File: src/rtl/cmdport_pkg.sv
package cmdport_pkg;

  // access sequencing phases
  typedef enum logic [2:0] {
    PH_IDLE = 3'd0,
    PH_CMD  = 3'd1,
    PH_WDAT = 3'd2,
    PH_RD   = 3'd3,
    PH_HOLD = 3'd4
  } phase_e;

  // operation code, value = {bit1, bit0} of the command byte
  typedef enum logic [1:0] {
    OP_RD_CONN = 2'b00,
    OP_RD_DATA = 2'b01,
    OP_WR_CONN = 2'b10,
    OP_WR_MSG  = 2'b11
  } opcode_e;

  localparam int OP_W = 2;

endpackage

File: src/rtl/cmdport_sync.sv
module cmdport_sync #(
  parameter int          W       = 3,
  parameter int          STAGES  = 2,
  parameter logic [W-1:0] RST_VAL = '1
) (
  input  logic         clk,
  input  logic         rst_n,
  input  logic [W-1:0] async_i,
  output logic [W-1:0] sync_o
);

  logic [W-1:0] stage_q [STAGES];

  for (genvar g = 0; g < STAGES; g++) begin : g_stage
    if (g == 0) begin : g_first
      always_ff @(posedge clk or negedge rst_n) begin
        if (!rst_n) stage_q[0] <= RST_VAL;
        else        stage_q[0] <= async_i;
      end
    end else begin : g_next
      always_ff @(posedge clk or negedge rst_n) begin
        if (!rst_n) stage_q[g] <= RST_VAL;
        else        stage_q[g] <= stage_q[g-1];
      end
    end
  end

  assign sync_o = stage_q[STAGES-1];

endmodule

File: src/rtl/cmdport_rx.sv
module cmdport_rx #(
  parameter int DATA_W = 8
) (
  input  logic              clk,
  input  logic              rst_n,
  input  logic              clr_i,
  input  logic              shift_i,
  input  logic              bit_i,
  output logic [DATA_W-1:0] byte_next_o,
  output logic              done_o
);

  localparam int                CNT_W    = $clog2(DATA_W);
  localparam logic [CNT_W-1:0]  LAST_IDX = CNT_W'(DATA_W - 1);

  logic [DATA_W-1:0] shreg_q, shreg_d;
  logic [CNT_W-1:0]  cnt_q, cnt_d;

  // LSB arrives first, so new bits enter at the top
  assign byte_next_o = {bit_i, shreg_q[DATA_W-1:1]};
  assign done_o      = shift_i && (cnt_q == LAST_IDX);

  always_comb begin
    shreg_d = shreg_q;
    cnt_d   = cnt_q;
    if (clr_i) begin
      cnt_d = '0;
    end else if (shift_i) begin
      shreg_d = byte_next_o;
      cnt_d   = done_o ? '0 : cnt_q + 1'b1;
    end
  end

  always_ff @(posedge clk or negedge rst_n) begin
    if (!rst_n) begin
      shreg_q <= '0;
      cnt_q   <= '0;
    end else begin
      shreg_q <= shreg_d;
      cnt_q   <= cnt_d;
    end
  end

  // a cleared counter needs a full byte of shifts before completion
  rx_clear_chk: assert property (@(posedge clk) disable iff (!rst_n)
    clr_i |=> !done_o);

endmodule

File: src/rtl/cmdport_tx.sv
module cmdport_tx #(
  parameter int DATA_W = 8
) (
  input  logic              clk,
  input  logic              rst_n,
  input  logic              load_i,
  input  logic [DATA_W-1:0] data_i,
  input  logic              shift_i,
  input  logic              release_i,
  output logic              txd_o,
  output logic              oe_o,
  output logic              last_o
);

  localparam int               IDX_W    = $clog2(DATA_W);
  localparam logic [IDX_W-1:0] LAST_IDX = IDX_W'(DATA_W - 1);

  logic [DATA_W-1:0] data_q, data_d;
  logic [IDX_W-1:0]  idx_q, idx_d;
  logic              txd_q, txd_d;
  logic              oe_q, oe_d;

  assign last_o = shift_i && (idx_q == LAST_IDX);

  always_comb begin
    data_d = data_q;
    idx_d  = idx_q;
    txd_d  = txd_q;
    oe_d   = oe_q;
    if (release_i) begin
      oe_d = 1'b0;
    end else begin
      if (load_i) begin
        data_d = data_i;
        idx_d  = '0;
      end
      if (shift_i) begin
        txd_d = data_q[idx_q];
        oe_d  = 1'b1;
        idx_d = idx_q + 1'b1;
      end
    end
  end

  always_ff @(posedge clk or negedge rst_n) begin
    if (!rst_n) begin
      data_q <= '0;
      idx_q  <= '0;
      txd_q  <= 1'b0;
      oe_q   <= 1'b0;
    end else begin
      data_q <= data_d;
      idx_q  <= idx_d;
      txd_q  <= txd_d;
      oe_q   <= oe_d;
    end
  end

  assign txd_o = txd_q;
  assign oe_o  = oe_q;


  txd_hold_chk: assert property (@(posedge clk) disable iff (!rst_n)
    (oe_q && $past(oe_q) && !$past(shift_i)) |-> $stable(txd_q));


  oe_start_chk: assert property (@(posedge clk) disable iff (!rst_n)
    $rose(oe_q) |-> $past(shift_i));

endmodule

File: src/rtl/cmdport_ctrl.sv
module cmdport_ctrl
  import cmdport_pkg::*;
#(
  parameter int DATA_W      = 8,
  parameter int SYNC_STAGES = 2
) (
  input  logic                   clk,
  input  logic                   rst_n,
  input  logic                   sck_i,
  input  logic                   csn_i,
  input  logic                   rxd_i,
  output logic                   txd_o,
  output logic                   txd_oe_o,
  output logic                   req_valid_o,
  output logic                   req_write_o,
  output logic                   req_dmem_o,
  output logic                   req_msg_o,
  output logic [DATA_W-OP_W-1:0] req_addr_o,
  output logic [DATA_W-1:0]      req_wdata_o,
  input  logic                   rd_valid_i,
  input  logic [DATA_W-1:0]      rd_data_i
);

  localparam int ADDR_W = DATA_W - OP_W;
  localparam int PIN_W  = 3;
  localparam int B_SCK  = 0;
  localparam int B_CSN  = 1;
  localparam int B_RXD  = 2;

  // ---------------- synchronisers and edge detection ----------------
  logic [PIN_W-1:0] pins_s;
  logic [1:0]       edge_q;

  cmdport_sync #(
    .W       (PIN_W),
    .STAGES  (SYNC_STAGES),
    .RST_VAL ({PIN_W{1'b1}})
  ) u_sync (
    .clk     (clk),
    .rst_n   (rst_n),
    .async_i ({rxd_i, csn_i, sck_i}),
    .sync_o  (pins_s)
  );

  always_ff @(posedge clk or negedge rst_n) begin
    if (!rst_n) edge_q <= 2'b11;
    else        edge_q <= pins_s[B_CSN:B_SCK];
  end

  logic sck_rise, sck_fall, cs_rise, cs_fall, rxd_s;
  assign sck_rise = pins_s[B_SCK] & ~edge_q[B_SCK];
  assign sck_fall = ~pins_s[B_SCK] & edge_q[B_SCK];
  assign cs_rise  = pins_s[B_CSN] & ~edge_q[B_CSN];
  assign cs_fall  = ~pins_s[B_CSN] & edge_q[B_CSN];
  assign rxd_s    = pins_s[B_RXD];

  // ---------------- phase register ----------------
  phase_e phase_q, phase_d;

  logic rx_shift, tx_shift;
  logic rx_done, tx_last;
  logic [DATA_W-1:0] rx_byte;

  assign rx_shift = sck_rise && !cs_rise && !cs_fall &&
                    (phase_q == PH_CMD || phase_q == PH_WDAT);
  assign tx_shift = sck_fall && !cs_rise && !cs_fall && (phase_q == PH_RD);

  cmdport_rx #(.DATA_W(DATA_W)) u_rx (
    .clk         (clk),
    .rst_n       (rst_n),
    .clr_i       (cs_fall),
    .shift_i     (rx_shift),
    .bit_i       (rxd_s),
    .byte_next_o (rx_byte),
    .done_o      (rx_done)
  );

  cmdport_tx #(.DATA_W(DATA_W)) u_tx (
    .clk       (clk),
    .rst_n     (rst_n),
    .load_i    (rd_valid_i),
    .data_i    (rd_data_i),
    .shift_i   (tx_shift),
    .release_i (cs_rise),
    .txd_o     (txd_o),
    .oe_o      (txd_oe_o),
    .last_o    (tx_last)
  );

  // ---------------- command decode ----------------
  opcode_e           op_new;
  logic              op_is_write;
  logic [ADDR_W-1:0] addr_new;

  assign op_new      = opcode_e'(rx_byte[OP_W-1:0]);
  assign op_is_write = (op_new == OP_WR_CONN) || (op_new == OP_WR_MSG);
  assign addr_new    = rx_byte[DATA_W-1:OP_W];

  // pending write target, held across the data byte
  logic [ADDR_W-1:0] pend_addr_q, pend_addr_d;
  logic              pend_msg_q, pend_msg_d;

  // request registers
  logic              req_v_q, req_v_d;
  logic              req_w_q, req_w_d;
  logic              req_dm_q, req_dm_d;
  logic              req_msg_q, req_msg_d;
  logic [ADDR_W-1:0] req_addr_q, req_addr_d;
  logic [DATA_W-1:0] req_wdata_q, req_wdata_d;

  always_comb begin
    phase_d     = phase_q;
    pend_addr_d = pend_addr_q;
    pend_msg_d  = pend_msg_q;
    req_v_d     = 1'b0;
    req_w_d     = req_w_q;
    req_dm_d    = req_dm_q;
    req_msg_d   = req_msg_q;
    req_addr_d  = req_addr_q;
    req_wdata_d = req_wdata_q;

    if (cs_rise) begin
      phase_d = PH_IDLE;
    end else if (cs_fall) begin
      phase_d = PH_CMD;
    end else begin
      unique case (phase_q)
        PH_CMD: begin
          if (rx_done) begin
            if (op_is_write) begin
              pend_addr_d = addr_new;
              pend_msg_d  = (op_new == OP_WR_MSG);
              phase_d     = PH_WDAT;
            end else begin
              req_v_d    = 1'b1;
              req_w_d    = 1'b0;
              req_dm_d   = (op_new == OP_RD_DATA);
              req_msg_d  = 1'b0;
              req_addr_d = addr_new;
              phase_d    = PH_RD;
            end
          end
        end
        PH_WDAT: begin
          if (rx_done) begin
            req_v_d     = 1'b1;
            req_w_d     = 1'b1;
            req_dm_d    = 1'b0;
            req_msg_d   = pend_msg_q;
            req_addr_d  = pend_addr_q;
            req_wdata_d = rx_byte;
            phase_d     = PH_CMD;
          end
        end
        PH_RD: begin
          if (tx_last) phase_d = PH_HOLD;
        end
        PH_HOLD: phase_d = PH_HOLD;
        default: phase_d = PH_IDLE;
      endcase
    end
  end

  always_ff @(posedge clk or negedge rst_n) begin
    if (!rst_n) begin
      phase_q     <= PH_IDLE;
      pend_addr_q <= '0;
      pend_msg_q  <= 1'b0;
      req_v_q     <= 1'b0;
      req_w_q     <= 1'b0;
      req_dm_q    <= 1'b0;
      req_msg_q   <= 1'b0;
      req_addr_q  <= '0;
      req_wdata_q <= '0;
    end else begin
      phase_q     <= phase_d;
      pend_addr_q <= pend_addr_d;
      pend_msg_q  <= pend_msg_d;
      req_v_q     <= req_v_d;
      req_w_q     <= req_w_d;
      req_dm_q    <= req_dm_d;
      req_msg_q   <= req_msg_d;
      req_addr_q  <= req_addr_d;
      req_wdata_q <= req_wdata_d;
    end
  end

  assign req_valid_o = req_v_q;
  assign req_write_o = req_w_q;
  assign req_dmem_o  = req_dm_q;
  assign req_msg_o   = req_msg_q;
  assign req_addr_o  = req_addr_q;
  assign req_wdata_o = req_wdata_q;

  // ---------------- assertions ----------------

  req_pulse_chk: assert property (@(posedge clk) disable iff (!rst_n)
    req_valid_o |=> !req_valid_o);


  idle_quiet_chk: assert property (@(posedge clk) disable iff (!rst_n)
    req_valid_o |-> !$past(pins_s[B_CSN]));


  wr_after_data_chk: assert property (@(posedge clk) disable iff (!rst_n)
    (req_valid_o && req_write_o) |-> ($past(phase_q) == PH_WDAT));


  oe_phase_chk: assert property (@(posedge clk) disable iff (!rst_n)
    txd_oe_o |-> (phase_q == PH_RD || phase_q == PH_HOLD));


  hold_quiet_chk: assert property (@(posedge clk) disable iff (!rst_n)
    (phase_q == PH_HOLD) |-> !req_valid_o);

endmodule

File: config.mk
export PLATFORM = sky130hd
export DESIGN_NAME = cmdport_ctrl
export DESIGN_NICKNAME = d
export VERILOG_FILES = /design/src/rtl/cmdport_pkg.sv /design/src/rtl/cmdport_sync.sv /design/src/rtl/cmdport_rx.sv /design/src/rtl/cmdport_tx.sv /design/src/rtl/cmdport_ctrl.sv
export SDC_FILE = /design/constraint.sdc
export NUM_CORES = 1
export LEC_CHECK = 0
export CAP_MARGIN = 10
export CORE_UTILIZATION = 54
export CTS_BUF_LIST = sky130_fd_sc_hd__clkbuf_16
export CTS_CLUSTER_SIZE = 25
export DETAILED_ROUTE_END_ITERATION = 8
export GPL_TIMING_DRIVEN = 0
export PLACE_DENSITY = 0.85
export SKIP_LAST_GASP = 1
export SYNTH_ARGS = -nofsm -noshare
export SYNTH_HDL_FRONTEND = slang
export SYNTH_SLANG_ARGS = --single-unit
File: constraint.sdc
create_clock -name clk -period 2.92 [get_ports clk]
set_input_delay 0.438 -clock clk [delete_from_list [all_inputs] [get_ports clk]]
set_output_delay 0.438 -clock clk [all_outputs]
set_load 0.03 [all_outputs]
; Word level (Yosys, flattened, before mapping)
; Index checks and enable logic that the tools add are counted.
; Widths: inputs -> output; s select.
[word_totals]
regBits = 60
input_bits = 14
word_cells = 106
[op_classes]
n_addsub = 2
magnitude_cmp = 1
n_eq_ne = 15
n_mux = 36
bitwise_logic = 10
n_reduce_logical = 24
[ops]
columns = operator, count
row1 = $mux 3, 10
row2 = $mux 6, 3
row3 = $mux 1, 16
row4 = $pmux 3 s4, 1
row5 = $pmux 6 s2, 1
row6 = $eq 3x3->1 const B, 3
row7 = $logic_and 1x1->1, 8
row8 = $ne 4x3->1 const B, 2
row9 = $pmux 1 s2, 4
row10 = $reduce_and 2->1, 4
row11 = $reduce_bool 2->1, 4
row12 = $add 3x1->3 const B, 2
row13 = $eq 3x2->1 const B, 2
row14 = $not 1->1, 6
row15 = $reduce_and 6->1, 1
row16 = $reduce_and 5->1, 1
row17 = $and 1x1->1, 4
row18 = $eq 2x2->1 const B, 2
row19 = $lt 3x4->1 const B, 1
row20 = $ne 2x1->1 const B, 2
row21 = $ne 4x4->1 const B, 1
row22 = $reduce_and 4->1, 1
row23 = $bmux 1 s3, 1
row24 = $eq 3x1->1 const B, 1
row25 = other kinds (5), 7

; Logic depth before layout (Yosys ltp)
[depth]
depth_word = 11
depth_mapped = 7
mapped_depth_nobuf = 6

; By module
; From an unflattened synthesis, not the netlist that was laid out.
[unflattened]
cells_unflattened = 178
hier_area_um2 = 2607.5
[by_module_without_submodules]
columns = module, instances, cells_per_inst, area_per_inst_um2, seq_area_each_um2
row1 = cmdport_ctrl, 1, 96, 1363.8, 753.2
row2 = cmdport_tx, 1, 43, 598.1, 325.3
row3 = cmdport_rx, 1, 30, 465.4, 250.2
row4 = cmdport_sync, 1, 9, 180.2, 157.7

; Worst setup path before layout
; OpenSTA, ideal clock, no wires.
[synth_timing]
path_type = register -> register
startpoint = reg u_sync.stage_q (netlist bit u_sync.sync_o[1])
endpoint = reg pend_addr_q[0]
arrival_time_ns = 2.100
required_ns = 2.795
path_slack_ns = 0.695
path_stages_with_launch = 8
n_path_buf = 1
period_less_slack_ns = 2.225
path_cell_list = dfstp_2 > inv_1 > ha_1 > nor4b_4 > nand2_2 > or3_1 > buf_6 > mux2_4
[synth_via]
elab_chain_cells = 7
[synth_lines]
columns = element, line_no
row1 = "start, declared", cmdport_sync.sv:12  ; logic [W-1:0] stage_q [STAGES];
row2 = "start signal, assigned by index", cmdport_sync.sv:23  ; else stage_q[g] <= stage_q[g-1];
row3 = $and 1x1->1 / $not 1->1 (equally long branches), "cmdport_ctrl.sv:53, cmdport_ctrl.sv:54"
row4 = $logic_not 1->1 / $and 1x1->1 (equally long branches), "cmdport_ctrl.sv:64, cmdport_ctrl.sv:54"
row5 = $logic_and 1x1->1 / $logic_not 1->1 (equally long branches), cmdport_ctrl.sv:64  ; assign rx_shift = sck_rise && !cs_rise && !cs_fall &&
row6 = $logic_and 1x1->1 (2 in series), cmdport_ctrl.sv:64
row7 = $logic_and 1x1->1, cmdport_rx.sv:21  ; assign done_o = shift_i && (cnt_q == LAST_IDX);
row8 = $reduce_and 5->1 (no source line) *, n/a
row9 = "end signal, assigned", cmdport_ctrl.sv:177  ; pend_addr_q <= pend_addr_d;
row10 = "end, declared", cmdport_ctrl.sv:100  ; logic [ADDR_W-1:0] pend_addr_q, pend_addr_d;
; Every way passes the cells marked *; elsewhere a longest branch is shown, timed or not.
; A chain may end at the register's enable or synchronous reset.

; Worst setup path after layout
[layout_timing]
startpoint = reg u_sync.stage_q (netlist bit u_sync.sync_o[1])
endpoint = reg pend_addr_q[3]
; Same word-level chain as after synthesis.

==> flow_metrics.env <==
export IMPL_core_um2=4440
export IMPL_max_freq_mhz=411
export IMPL_netlist_instances=204
export IMPL_r2r_slack_ps=490
export IMPL_finalWirelength_um=4560
export IMPL_cts_hold_buf=0
export IMPL_min_path_type="input pin to asynchronous set/reset pin"
export IMPL_drive_gt1_frac=0.228
export IMPL_crit_buf_inv=2
export IMPL_syn_cell_area_um2=2540
export IMPL_portBuffers=33
export IMPL_fin_nets=269
export IMPL_fin_crit_sh=0.833
export IMPL_cts_setup_buffers=0
export IMPL_violations="DRC"
export IMPL_grt_pass1_wl_um=8000
export IMPL_crit_arrival_ps=2640
export IMPL_synth_edf_count=0
export IMPL_ant_nets=0
export IMPL_grt_pass1_vias=1656
export IMPL_fin_cells=306
export IMPL_synth_area_per_cell_um2=12.5
export IMPL_dieArea_um2=4980
export IMPL_seq_area_frac_synth=0.585
export IMPL_maxSlewHeadroom=0.591
export IMPL_setup_violations=0
export IMPL_power_density_nw_per_um2=732
export IMPL_fp_dieW_um=70.6
export IMPL_synth_top_family_by_area="multiplexers"
export IMPL_end_kind="flip-flop"
export IMPL_cpLargestDelayFamily="simple AND/OR/NAND/NOR gates"
export IMPL_ys_types=38
export IMPL_grt_max_degree=33
export IMPL_diodes=0
export IMPL_synth_seq_cells=59
export IMPL_grt_usage=0.217
export IMPL_grt_setup_unrepaired="no"
export IMPL_num_vias=1662
export IMPL_dp_cells=290
export IMPL_clock_sinks=59
export IMPL_status="complete, but fails checks"
export IMPL_cts_tree="yes"
export IMPL_clkTransAtPathRegs_ps=50
export IMPL_wl_per_cell_um=14.9
export IMPL_final_cell_mix="dfrtp_1, clkdlybuf4s50_1, nand2_1, mux2_2"
export IMPL_worst_pin_slew_ps=614
export IMPL_fin_skew_ps=7.26
export IMPL_synthMuxAreaShare=0.166
export IMPL_cpPeakStageDelay_ps=550
export IMPL_firstDrtPassIters=6
export IMPL_holdWs_ps=126
export IMPL_crit_chain="inv_1 -> ha_1 -> nor4b_4 -> nand2_2 -> or3_1 -> buf_6 -> mux2_4"
export IMPL_synth_fp_nets=224
export IMPL_io_pin_count=34
export IMPL_yosysWarnings=0
export IMPL_post_route_min_period_ps=2430
export IMPL_worst_path_max_delay_cell="dfstp_2"
export IMPL_dp_hpwl_um=3110
export IMPL_max_cap_violations=0
export IMPL_vdd_drop_max_mv=0.629
export IMPL_report_final_hold_viol_count=0
export IMPL_syn_to_final_growth_pct=27.4
export IMPL_cts_buffer_depth=2
export IMPL_worstPathMaxFanout=8
export IMPL_start_kind="flip-flop"
export IMPL_first_iter_violations=122
export IMPL_cts_resized=0
export IMPL_start_util=0.572
export IMPL_required_ps=3130
export IMPL_synth_adder_area_share=0.0296
export IMPL_place_gp_congestion=0.787
export IMPL_rows=24
export IMPL_synth_compound_area_frac=0.0601
export IMPL_grt_overflow=0
export IMPL_viasPerCell=5.43
export IMPL_mostFrequentLayoutCell="dfrtp_1"
export IMPL_p_leak_nw=1.54
export IMPL_final_max_slew_violation_count=0
export IMPL_die_h_um=70.6
export IMPL_nFillCells=318
export IMPL_drc_errors=4
export IMPL_cts_root_buf="clkbuf_16"
export IMPL_htree_num_levels=3
export IMPL_clk_latency_ps=330
export IMPL_synth_simple_area_share=0.131
export IMPL_synth_flop_cell="dfrtp_1"
export IMPL_async_flop_share=1.00
export IMPL_critPathKind="flip-flop to flip-flop"
export IMPL_synth_xor_area_frac=0
export IMPL_antenna_found_initial=0
export IMPL_cts_buffers=9
[registers in the layout (all words and copies together) (netlist names)]
signal / flops
req_wdata_o: 8
u_tx.data_q: 8
u_rx.shreg_q: 7
pend_addr_q: 6
req_addr_o: 6
phase_q: 3
u_rx.cnt_q: 3
u_sync.stage_q: 3
u_sync.sync_o: 3
u_tx.idx_q: 3
edge_q: 2
pend_msg_q: 1
req_dmem_o: 1
req_msg_o: 1
req_valid_o: 1
req_write_o: 1
u_tx.oe_o: 1
u_tx.txd_o: 1
[final timing paths]
kind | startpoint | endpoint | cells past startpoint
setup / recovery | u_sync.sync_o[1]$_DFF_PN1_ | pend_addr_q[3]$_DFFE_PN0P_ | 7
hold / removal | rst_n | req_wdata_o[2]$_DFFE_PN0P_ | 1
setup reg to reg | u_sync.sync_o[1]$_DFF_PN1_ | pend_addr_q[3]$_DFFE_PN0P_ | 7
hold reg to reg | u_sync.stage_q[4]$_DFF_PN1_ | u_sync.sync_o[1]$_DFF_PN1_ | 0
max in group asynchronous | rst_n | req_dmem_o$_DFFE_PN0P_ | 2
min in group clk | u_sync.stage_q[4]$_DFF_PN1_ | u_sync.sync_o[1]$_DFF_PN1_ | 0
[cell type report]
type	count	area, um2	area share
clock buffer	9	225	0.0696
clock inverter	7	60.1	0.0186
inverter	8	30.0	0.00928
timing repair buffer	34	345	0.107
buffer	7	41.3	0.0128
multi-input combinational	130	982	0.304
sequential	59	1490	0.459
tap	52	65.1	0.0201
[metal layers]
| metal | routed length (um) | global-route usage | vias up |
|---|---|---|---|
| li1 | - | - | 811 |
| met1 | 2070 | 0.292 | 805 |
| met2 | 2180 | 0.324 | 39 |
| met3 | 230 | 0.0698 | 7 |
| met4 | 78 | 0.104 | 0 |
| met5 | 0 | 0 | - |
[where the power goes]
part	internal [mW]	switching (mW)
registers	0.915	0.107
logic	0.173	0.179
clock network	0.647	0.349
total	1.73	0.634
[cells in the mapped netlist, types with 2 or more instances]
cell type | n | area share
dfrtp_1 | 51 | 0.50
nand2_1 | 31 | 0.046
mux2_2 | 17 | 0.075
nor2_1 | 9 | 0.013
dfstp_2 | 8 | 0.083
inv_1 | 8 | 0.012
mux2i_1 | 8 | 0.032
a21oi_1 | 7 | 0.014
mux2_4 | 7 | 0.041
o21ai_0 | 7 | 0.014
ha_1 | 6 | 0.030
nor2b_1 | 6 | 0.015
nand3_1 | 4 | 0.0079
buf_2 | 3 | 0.0059
nand3b_1 | 3 | 0.0089
clkbuf_1 | 2 | 0.0030
mux4_2 | 2 | 0.018
nand2b_1 | 2 | 0.0049
nand4_1 | 2 | 0.0049
nor3_1 | 2 | 0.0039
nor3b_1 | 2 | 0.0059
[cells by family (layout without fill, tap and decap cells)]
group | count (synthesis) | after routing
adder cells (fa/ha/maj) | 6 | 6
multiplexers | 34 | 34
flip-flops | 59 | 59
buffers and inverters | 15 | 65
AO/OA/AOI/OAI | 24 | 24
AND/OR/NAND/NOR | 66 | 66
[metrics by stage]
stage	setup WS (ps)	util	setup TNS [ps]	total power, mW	area (um2)
finish	489	0.728	0	2.37	3240
CTS	488	0.728	0	2.40	3240
global placement	-335	0.660	-17010	1.36	2940
floorplan	695	-	0	1.25	2540
detailed placement	515	0.664	0	1.38	2950
global route	407	0.728	0	2.48	3240
Power figures use the tool's default switching activity.
